`src/rtl/pmt_pkg.sv`:
```
package pmt_pkg;
  localparam int unsigned REG_W   = 16;
  localparam int unsigned BUS_W   = 32;
  localparam int unsigned OVF_BIT = 0;
  localparam int unsigned OFS_STS = 0;
  localparam int unsigned OFS_EN  = 2;
  localparam int unsigned OFS_TMR = 8;

  typedef enum logic [2:0] {
    SEL_NONE,
    SEL_STS,
    SEL_EN,
    SEL_EVT,
    SEL_TMR
  } rd_sel_e;
endpackage

```
`src/rtl/pmt_tick_counter.sv`:
```
module pmt_tick_counter #(
  parameter int unsigned CNT_W = 24
) (
  input  logic             clk,
  input  logic             rst_n,
  input  logic             tick_stb,
  output logic [CNT_W-1:0] count_o,
  output logic             wrap_o
);
  localparam logic [CNT_W-1:0] CNT_MAX = '1;

  logic [CNT_W-1:0] count_q;

  assign wrap_o  = tick_stb && (count_q == CNT_MAX);
  assign count_o = count_q;

  always_ff @(posedge clk or negedge rst_n) begin
    if (!rst_n) begin
      count_q <= '0;
    end else if (tick_stb) begin
      if (wrap_o) count_q <= '0;
      else        count_q <= count_q + 1'b1;
    end
  end
endmodule

```
`src/rtl/pmt_event_regs.sv`:
```
module pmt_event_regs #(
  parameter int unsigned REG_W   = 16,
  parameter int unsigned OVF_BIT = 0
) (
  input  logic             clk,
  input  logic             rst_n,
  input  logic             wrap_i,
  input  logic [REG_W-1:0] sts_clr_i,
  input  logic             en_we_i,
  input  logic [REG_W-1:0] en_wdata_i,
  output logic [REG_W-1:0] sts_o,
  output logic [REG_W-1:0] en_o,
  output logic             irq_o
);
  logic [REG_W-1:0] en_q;

  for (genvar i = 0; i < REG_W; i++) begin : g_sts
    if (i == OVF_BIT) begin : g_ovf
      logic flag_q;
      always_ff @(posedge clk or negedge rst_n) begin
        if (!rst_n)           flag_q <= 1'b0;
        else if (wrap_i)      flag_q <= 1'b1;
        else if (sts_clr_i[i]) flag_q <= 1'b0;
      end
      assign sts_o[i] = flag_q;
    end else begin : g_none
      assign sts_o[i] = 1'b0;
    end
  end

  assign irq_o = sts_o[OVF_BIT] && en_q[OVF_BIT];

  always_ff @(posedge clk or negedge rst_n) begin
    if (!rst_n)       en_q <= '0;
    else if (irq_o)   en_q <= '0;
    else if (en_we_i) en_q <= en_wdata_i;
  end

  assign en_o = en_q;
endmodule

```
`src/rtl/pmt_read_mux.sv`:
```
module pmt_read_mux
  import pmt_pkg::*;
#(
  parameter int unsigned CNT_W = 24
) (
  input  logic             clk,
  input  logic             rst_n,
  input  logic             rd_en_i,
  input  rd_sel_e          sel_i,
  input  logic [REG_W-1:0] sts_i,
  input  logic [REG_W-1:0] en_i,
  input  logic [CNT_W-1:0] count_i,
  output logic             rd_valid_o,
  output logic [BUS_W-1:0] rd_data_o
);
  logic [BUS_W-1:0] rd_val;

  always_comb begin
    unique case (sel_i)
      SEL_STS: rd_val = BUS_W'(sts_i);
      SEL_EN:  rd_val = BUS_W'(en_i);
      SEL_EVT: rd_val = {en_i, sts_i};
      SEL_TMR: rd_val = BUS_W'(count_i);
      default: rd_val = '0;
    endcase
  end

  always_ff @(posedge clk or negedge rst_n) begin
    if (!rst_n) begin
      rd_valid_o <= 1'b0;
      rd_data_o  <= '0;
    end else begin
      rd_valid_o <= rd_en_i;
      if (rd_en_i) rd_data_o <= rd_val;
    end
  end
endmodule

```
`src/rtl/pmt_timer_top.sv`:
```
module pmt_timer_top
  import pmt_pkg::*;
#(
  parameter int unsigned CNT_W  = 24,
  parameter int unsigned ADDR_W = 4
) (
  input  logic              clk,
  input  logic              rst_n,
  input  logic              tick_stb,
  input  logic              rd_en,
  input  logic              wr_en,
  input  logic              acc_wide,
  input  logic [ADDR_W-1:0] addr,
  input  logic [31:0]       wr_data,
  output logic              rd_valid,
  output logic [31:0]       rd_data,
  output logic              irq
);
  localparam logic [ADDR_W-1:0] A_STS = ADDR_W'(OFS_STS);
  localparam logic [ADDR_W-1:0] A_EN  = ADDR_W'(OFS_EN);
  localparam logic [ADDR_W-1:0] A_TMR = ADDR_W'(OFS_TMR);

  logic [CNT_W-1:0] tmr_count;
  logic             tmr_wrap;
  logic [REG_W-1:0] sts_q;
  logic [REG_W-1:0] en_q;
  logic [REG_W-1:0] sts_clr;
  logic             en_we;
  logic [REG_W-1:0] en_wdata;
  rd_sel_e          sel;

  always_comb begin
    if (addr == A_TMR)                  sel = SEL_TMR;
    else if (addr == A_STS)             sel = acc_wide ? SEL_EVT : SEL_STS;
    else if (addr == A_EN && !acc_wide) sel = SEL_EN;
    else                                sel = SEL_NONE;
  end

  assign sts_clr  = (wr_en && (sel == SEL_STS || sel == SEL_EVT)) ? wr_data[REG_W-1:0] : '0;
  assign en_we    = wr_en && (sel == SEL_EN || sel == SEL_EVT);
  assign en_wdata = (sel == SEL_EVT) ? wr_data[2*REG_W-1:REG_W] : wr_data[REG_W-1:0];

  pmt_tick_counter #(.CNT_W(CNT_W)) u_cnt (
    .clk      (clk),
    .rst_n    (rst_n),
    .tick_stb (tick_stb),
    .count_o  (tmr_count),
    .wrap_o   (tmr_wrap)
  );

  pmt_event_regs #(.REG_W(REG_W), .OVF_BIT(OVF_BIT)) u_evt (
    .clk        (clk),
    .rst_n      (rst_n),
    .wrap_i     (tmr_wrap),
    .sts_clr_i  (sts_clr),
    .en_we_i    (en_we),
    .en_wdata_i (en_wdata),
    .sts_o      (sts_q),
    .en_o       (en_q),
    .irq_o      (irq)
  );

  pmt_read_mux #(.CNT_W(CNT_W)) u_rd (
    .clk        (clk),
    .rst_n      (rst_n),
    .rd_en_i    (rd_en),
    .sel_i      (sel),
    .sts_i      (sts_q),
    .en_i       (en_q),
    .count_i    (tmr_count),
    .rd_valid_o (rd_valid),
    .rd_data_o  (rd_data)
  );
endmodule

```
`config.mk`:
```
export PLATFORM = sky130hd
export DESIGN_NAME = pmt_timer_top
export DESIGN_NICKNAME = d
export VERILOG_FILES = /design/src/rtl/pmt_pkg.sv /design/src/rtl/pmt_tick_counter.sv /design/src/rtl/pmt_event_regs.sv /design/src/rtl/pmt_read_mux.sv /design/src/rtl/pmt_timer_top.sv
export SDC_FILE = /design/constraint.sdc
export NUM_CORES = 1
export LEC_CHECK = 0
export ABC_AREA = 1
export CORE_MARGIN = 2
export CORE_UTILIZATION = 57
export CTS_BUF_LIST = sky130_fd_sc_hd__clkbuf_8 sky130_fd_sc_hd__clkbuf_16
export DETAILED_ROUTE_END_ITERATION = 8
export DONT_BUFFER_PORTS = 1
export PLACE_DENSITY = 0.75
export SLEW_MARGIN = 0
export SYNTH_ARGS = -nofsm -noshare
export SYNTH_HDL_FRONTEND = slang
export SYNTH_SLANG_ARGS = --single-unit
```
`constraint.sdc`:
```
create_clock -name clk -period 1.5 [get_ports clk]
set_clock_uncertainty 0.1 [all_clocks]
set_input_delay 0.225 -clock clk [delete_from_list [all_inputs] [get_ports clk]]
set_output_delay 0.225 -clock clk [all_outputs]
set_load 0.01 [all_outputs]
```
==> results of run 1 <==
==> report_power, final <==
part	leakage (nW)	switching, mW	internal [mW]
Combinational	1.43	0.619	0.449
Clock	0.0988	0.856	0.797
Sequential	0.951	0.172	2.22
==> stage by stage <==
stage | setup TNS, ps | worst slack (ps)
finish | -979 | -89.8
global placement | -426 | -38.4
detailed placement | -978 | -106
global route | -2870 | -196
floorplan | -430 | -58.4
CTS | -768 | -88.9
==> sequential cells by signal, indices dropped and copies added (netlist names) <==
signal	cells
u_cnt.count_o	24
u_rd.rd_data_o	32
u_rd.rd_valid_o	1
u_evt.g_sts.g_ovf.flag_q	1
u_evt.en_o	16
==> critical path, delay by kind of cell, from the launching register on <==
family / cells / cell delay, ps
buf+inv: 1 / 150
simple gates: 7 / 820
flops: 1 / 410
==> routing by layer <==
metal | part of all wire | wire length (um) | up-vias
met5 | 0 | 0 | -
met3 | 0.063 | 642 | 27
met2 | 0.50 | 5030 | 127
met1 | 0.42 | 4240 | 1672
met4 | 0.023 | 238 | 0
li1 | - | - | 1662
==> kinds of logic (layout without fill, tap and decap cells) <==
family / count (synthesis) / count (layout) / synth area share
AND/OR/NAND/NOR: 263 / 263 / 0.303
adder cells (fa/ha/maj): 1 / 1 / 0.00323
flip-flops: 74 / 74 / 0.478
buffers and inverters: 78 / 143 / 0.0839
AO/OA/AOI/OAI: 65 / 65 / 0.109
XOR/XNOR: 10 / 10 / 0.0226
==> final cells by class <==
class,instances,area [um2],area share
clock buffer,9,124,0.0261
inverter,61,229,0.0482
timing repair buffer,66,571,0.120
clock inverter,7,82.6,0.0174
multi-input combinational,339,1790,0.377
tap,80,100,0.0211
sequential,74,1860,0.390
==> cells in the final DEF, fill, tap and decap left out, types with 2 or more instances in the layout <==
master | synthesis | final
a22oi_1 | 7 | 7
o21ai_2 | 10 | 10
buf_6 | 2 | 4
clkinvlp_4 | 0 | 2
dfrtp_1 | 74 | 71
dlygate4sd3_1 | 0 | 24
o31ai_1 | 8 | 8
nor2_2 | 8 | 11
inv_6 | 0 | 3
nor2_8 | 2 | 2
clkbuf_8 | 0 | 9
xor2_1 | 8 | 8
inv_1 | 54 | 53
inv_2 | 7 | 8
buf_4 | 3 | 38
o22ai_1 | 11 | 11
xnor2_1 | 2 | 2
o21ai_0 | 17 | 16
a21oi_1 | 3 | 3
nand3_4 | 2 | 3
nor2_4 | 5 | 8
nand3_1 | 13 | 10
nand2_2 | 3 | 9
o21ai_1 | 6 | 7
nand3_2 | 2 | 4
nor2_1 | 23 | 17
nor3_1 | 2 | 2
dfrtp_2 | 0 | 3
nand2_1 | 198 | 192
==> what timing repair did <==
item,4_1_cts,5_1_grt
endpoints found under the hold margin,110,78
endpoints found under the setup margin,19,22
resized for setup,4,27
pin swaps,3,16
buffers inserted,1,9
hold buffers,23,1
==> final timing paths <==
kind / to / slack [ps] / cells after the start
worst max-delay path: u_cnt.count_o[17] / -90 / 8
worst min-delay path: u_cnt.count_o[21] / -550 / 0
worst max register to register: u_cnt.count_o[17] / -90 / 8
worst min register to register: u_rd.rd_data_o[15] / 460 / 2
max in group asynchronous: u_cnt.count_o[12] / 1740 / 0
min in group clk: u_evt.en_o[3] / 10 / 4
==> flow_summary_export.csv, run 1 <==
group,metric,value,unit
logic_synthesis,synthFlopType,"dfrtp_1",
floorplan,die_y,86.5,um
final_layout,syn_to_final_growth,22.7,%
placement,gp_congestion,0.902,
timing,tightest_slew,698,ps
cts,cts_sinks,74,
timing,fin_crit,1590,ps
setup_path,arrival,1740,ps
outcome,violations,"negative hold slack, negative setup slack",
floorplan,die_w,86.5,um
floorplan,start_util,0.580,
cts,cts-root-buf,"clkbuf_8",
logic_synthesis,synth_nets,534,
cts,clock_latency,360,ps
setup_path,required,1650,ps
setup_path,crit_fanout,6,
grt,top_usage_layer,"met2",
setup_path,worstSetupEndpointType,"flop",
power_and_ir_drop,peakVddDrop,599,uV
logic_synthesis,netlist_top_cells_count,"nand2_1 (198), dfrtp_1 (74), inv_1 (54), nor2_1 (23), o21ai_0 (17)",
grt,grt_util_all_layers,0.283,
timing,whs,-548,ps
power_and_ir_drop,p_leak,2.48,nW
logic_synthesis,async_reset_ff_frac,1.00,
logic_synthesis,ys_types,34,
placement,post-dp-hpwl,6.73,mm
floorplan,dieArea,7480,um2
final_layout,nets,594,
timing,timing.fmax,629,MHz
power_and_ir_drop,fin_total_pwr,5.11,mW
placement,port-buffer-count,0,
detailed_routing,drt_pre_antenna_iters,5,
final_layout,fin_util,0.712,
logic_synthesis,netlist_area,3880,um2
detailed_routing,dr.first_iter.drc_count,258,
setup_path,cp_common_cell,"nor2_4",
setup_path,r2r_start,"u_cnt.count_o[0]",
setup_path,crit_path_max_incr_delay,410,ps
detailed_routing,routed_via_density,5.48,
run,cap_violations,0,
logic_synthesis,netlist_instances,491,
logic_synthesis,yosys_register_bits,74,
detailed_routing,num_vias,3488,
logic_synthesis,yosys.area.top_type_share,0.478,
cts,cts_tree,"done",
setup_path,startpoint,"u_cnt.count_o[0]",
logic_synthesis,yosysWarnings,0,
grt,gr-total-overflow,0,
grt,grt_util_met2,0.455,
grt,grt_pass1_wl,16.3,mm
cts,clk_path_buf_depth,2,
placement,place_area,4120,um2
detailed_routing,drc,0,
cts,clk_pin_slew,80,ps
timing,setup_viol,18,
timing,grt_setup_unrepaired,"true",
floorplan,ioPinCount,76,
setup_path,worstPathCellList,"buf_4 -> nand2_1 -> nor2_4 -> nand3_4 -> nor2_4 -> nand3_2 -> nor2_2 -> nor2_1",
timing,hold_violations,74,
grt,antenna_found_initial,0,
final_layout,nFillCells,497,
logic_synthesis,syn_area_per_cell,7.89,um2
grt,met3_usage,0.0667,
detailed_routing,wl_per_cell,16.0,um
timing,post-route-period-util,1.06,
final_layout,fin_area,4750,um2
cts,cts_inserted_buffers,9,
logic_synthesis,synth_edf_count,0,
placement,place_inst,586,
logic_synthesis,yosysMostFrequentCell,"nand2_1",
final_layout,antenna_cells,0,
logic_synthesis,synth-seq-area-share,0.478,
logic_synthesis,yosysTopAreaCell,"dfrtp_1",
cts,h-tree-depth,3,
logic_synthesis,synthTopCellsByArea,"dfrtp_1 (48%), nand2_1 (19%), inv_1 (5.2%)",
timing,finalMaxSlewViolations,0,
timing,maxSlewHeadroom,0.533,
final_layout,fin_cells,636,
grt,grt_pass1_vias,3339,
setup_path,crit_type,"reg -> reg",
hold_path,hp-class,"in -> async",
grt,grt_max_degree,75,
outcome,status,"complete, but fails checks",
setup_path,worstSetupStartpointType,"flop",
setup_path,critPathSlowestCell,"dfrtp_1",
power_and_ir_drop,p_per_area,1070,nW/um2
timing,setup_slack,-89.8,ps
detailed_routing,routed_wl,10.2,mm
grt,use_met1,0.378,
detailed_routing,drtAntennaViolNets,0,
floorplan,core_area,6680,um2
floorplan,rows,30,
final_layout,drive_gt1_frac,0.219,
(Power assumes the default switching activity.)
==> run 2: changes to the inputs <==
Settings changed: SETUP_SLACK_MARGIN from default to 0.02.
==> flow_summary_export.csv, run 2 (same netlist as run 1, synthesis figures left out) <==
group,metric,value,unit
outcome,status,"complete, but fails checks",
outcome,violations,"negative hold slack, negative setup slack",
detailed_routing,drt_pre_antenna_iters,5,
timing,setup_tns,-848,ps
grt,antenna_found_initial,0,
floorplan,start_util,0.580,
detailed_routing,dr.first_iter.drc_count,270,
timing,tightest_slew,691,ps
setup_path,r2r_cells,9,
final_layout,antenna_cells,0,
timing,setup_slack,-84.7,ps
floorplan,ioPinCount,76,
timing,finalMaxSlewViolations,0,
placement,port-buffer-count,0,
detailed_routing,drc,0,
setup_path,critPathSlowestCell,"dfrtp_1",
placement,gp_congestion,0.926,
final_layout,drive_gt1_frac,0.214,
cts,clk_pin_slew,80,ps
floorplan,die_y,86.5,um
run,cap_violations,0,
floorplan,die_w,86.5,um
final_layout,fin_area,4700,um2
grt,grt_pass1_vias,3207,
detailed_routing,drtAntennaViolNets,0,
power_and_ir_drop,peakVddDrop,859,uV
detailed_routing,routed_wl,9.78,mm
timing,whs,-536,ps
final_layout,top_register,"u_rd.rd_data_o",
final_layout,nets,590,
floorplan,dieArea,7480,um2
setup_path,worstPathCellList,"buf_4 -> nand2_1 -> nor2_4 -> nand3_2 -> nor2_4 -> nand2_2 -> nor2_2 -> nor2_1 -> nor2_1",
power_and_ir_drop,fin_total_pwr,5.03,mW
setup_path,regToRegSetupSlack,-80,ps
grt,gr-total-overflow,0,
final_layout,fin_cells,632,
timing,hold_violations,74,
timing,setup_viol,13,
setup_path,arrival,1770,ps
timing,maxSlewHeadroom,0.538,
placement,post-dp-hpwl,6.74,mm
placement,place_area,4150,um2
grt,grt_util_all_layers,0.273,
setup_path,worstSetupEndpointType,"flop",
final_layout,mostFrequentLayoutCells,"nand2_1 (195), dfrtp_1 (73), inv_1 (54)",
timing,post-route-period-util,1.06,
setup_path,required,1680,ps
final_layout,largest_reg_flops,32,
hold_path,hp-class,"in -> async",
final_layout,syn_to_final_growth,21.2,%
cts,hold_buffers,21,
detailed_routing,wl_per_cell,15.5,um
setup_path,crit_fanout,6,
timing,timing.fmax,631,MHz
power_and_ir_drop,p_per_area,1070,nW/um2
setup_path,worstSetupStartpointType,"flop",
cts,cts_tree,"done",
cts,cts_inserted_buffers,9,
final_layout,fin_util,0.703,
final_layout,final_common_cell,"nand2_1",
placement,place_inst,589,
setup_path,worstReg2RegEnd,"u_cnt.count_o[21]",
timing,fin_crit,1580,ps
grt,grt_max_degree,75,
grt,grt_pass1_wl,15.7,mm
floorplan,core_area,6680,um2
setup_path,r2r_start,"u_cnt.count_o[0]",
cts,cts_sinks,74,
cts,cts-root-buf,"clkbuf_8",
setup_path,crit_type,"reg -> reg",
power_and_ir_drop,p_leak,2.47,nW
detailed_routing,routed_via_density,5.30,
setup_path,crit_path_max_incr_delay,400,ps
cts,clk_path_buf_depth,2,
floorplan,rows,30,
cts,clock_latency,350,ps
detailed_routing,num_vias,3351,
timing,grt_setup_unrepaired,"true",
cts,h-tree-depth,3,
run 2: cell types whose count changed in the layout (fill, tap and decap cells not counted), moves of 3 or more:
cell           before  now
nand2_2             9    6
nand2_1           192  195
dlygate4sd3_1      24   21
buf_6               4    1
nor2_2             11   14
run 2: worst max-delay path by stage:
stage | startpoint | endpoint | slack [ps] | cells past startpoint
after floorplan | u_cnt.count_o[0] | u_cnt.count_o[11] | -60 | 8
after global placement | u_cnt.count_o[0] | u_cnt.count_o[13] | -30 | 8
after detailed placement | u_cnt.count_o[1] | u_cnt.count_o[1] | -80 | 8
after CTS | u_cnt.count_o[0] | u_cnt.count_o[11] | -80 | 9
after global routing | u_cnt.count_o[0] | u_cnt.count_o[21] | -190 | 9
final | u_cnt.count_o[0] | u_cnt.count_o[21] | -80 | 9
run 2: per-stage QoR:
step / worst slack [ps] / hold slack [ps]
4_1_cts: -78.4 / -548
3_3_place_gp: -25.7 / -168
3_5_place_dp: -82.3 / -168
6_report: -84.7 / -536
5_1_grt: -194 / -557
2_1_floorplan: -57.9 / -171
run 2: report_power, final:
| part | total (mW) | leakage, nW | internal (mW) | switching, mW |
|---|---|---|---|---|
| clock network | 1.59 | 0.0987 | 0.814 | 0.777 |
| registers | 2.37 | 0.953 | 2.22 | 0.154 |
| logic | 1.07 | 1.42 | 0.443 | 0.625 |
run 2: layer usage:
layer | vias up | global-route usage | part of all wire
li1 | 1647 | - | -
met1 | 1599 | 0.382 | 0.44
met2 | 97 | 0.435 | 0.50
met3 | 8 | 0.0495 | 0.056
met4 | 0 | 0.0866 | 0.0099
met5 | - | 0 | 0
run 2: cell type report:
type | instances | area [um2]
Multi-Input combinational cell | 339 | 1790
Clock buffer | 10 | 138
Sequential cell | 74 | 1850
Timing Repair Buffer | 62 | 522
Inverter | 61 | 229
Fill cell | 533 | 1980
Clock inverter | 6 | 63.8
Tap cell | 80 | 100
run 2: critical path, delay by kind of cell, from the launching register on:
kind                   cells  cell delay (ps)
DFF                        1              400
buffers and inverters      1              140
and+or+nand+nor            8              880
run 2: what timing repair did:
action,in CTS,in global routing
buffers inserted,2,4
endpoints found under the hold margin,108,74
resized for setup,7,18
pin swaps,1,7
endpoints found under the setup margin,18,21
gates cloned,0,0
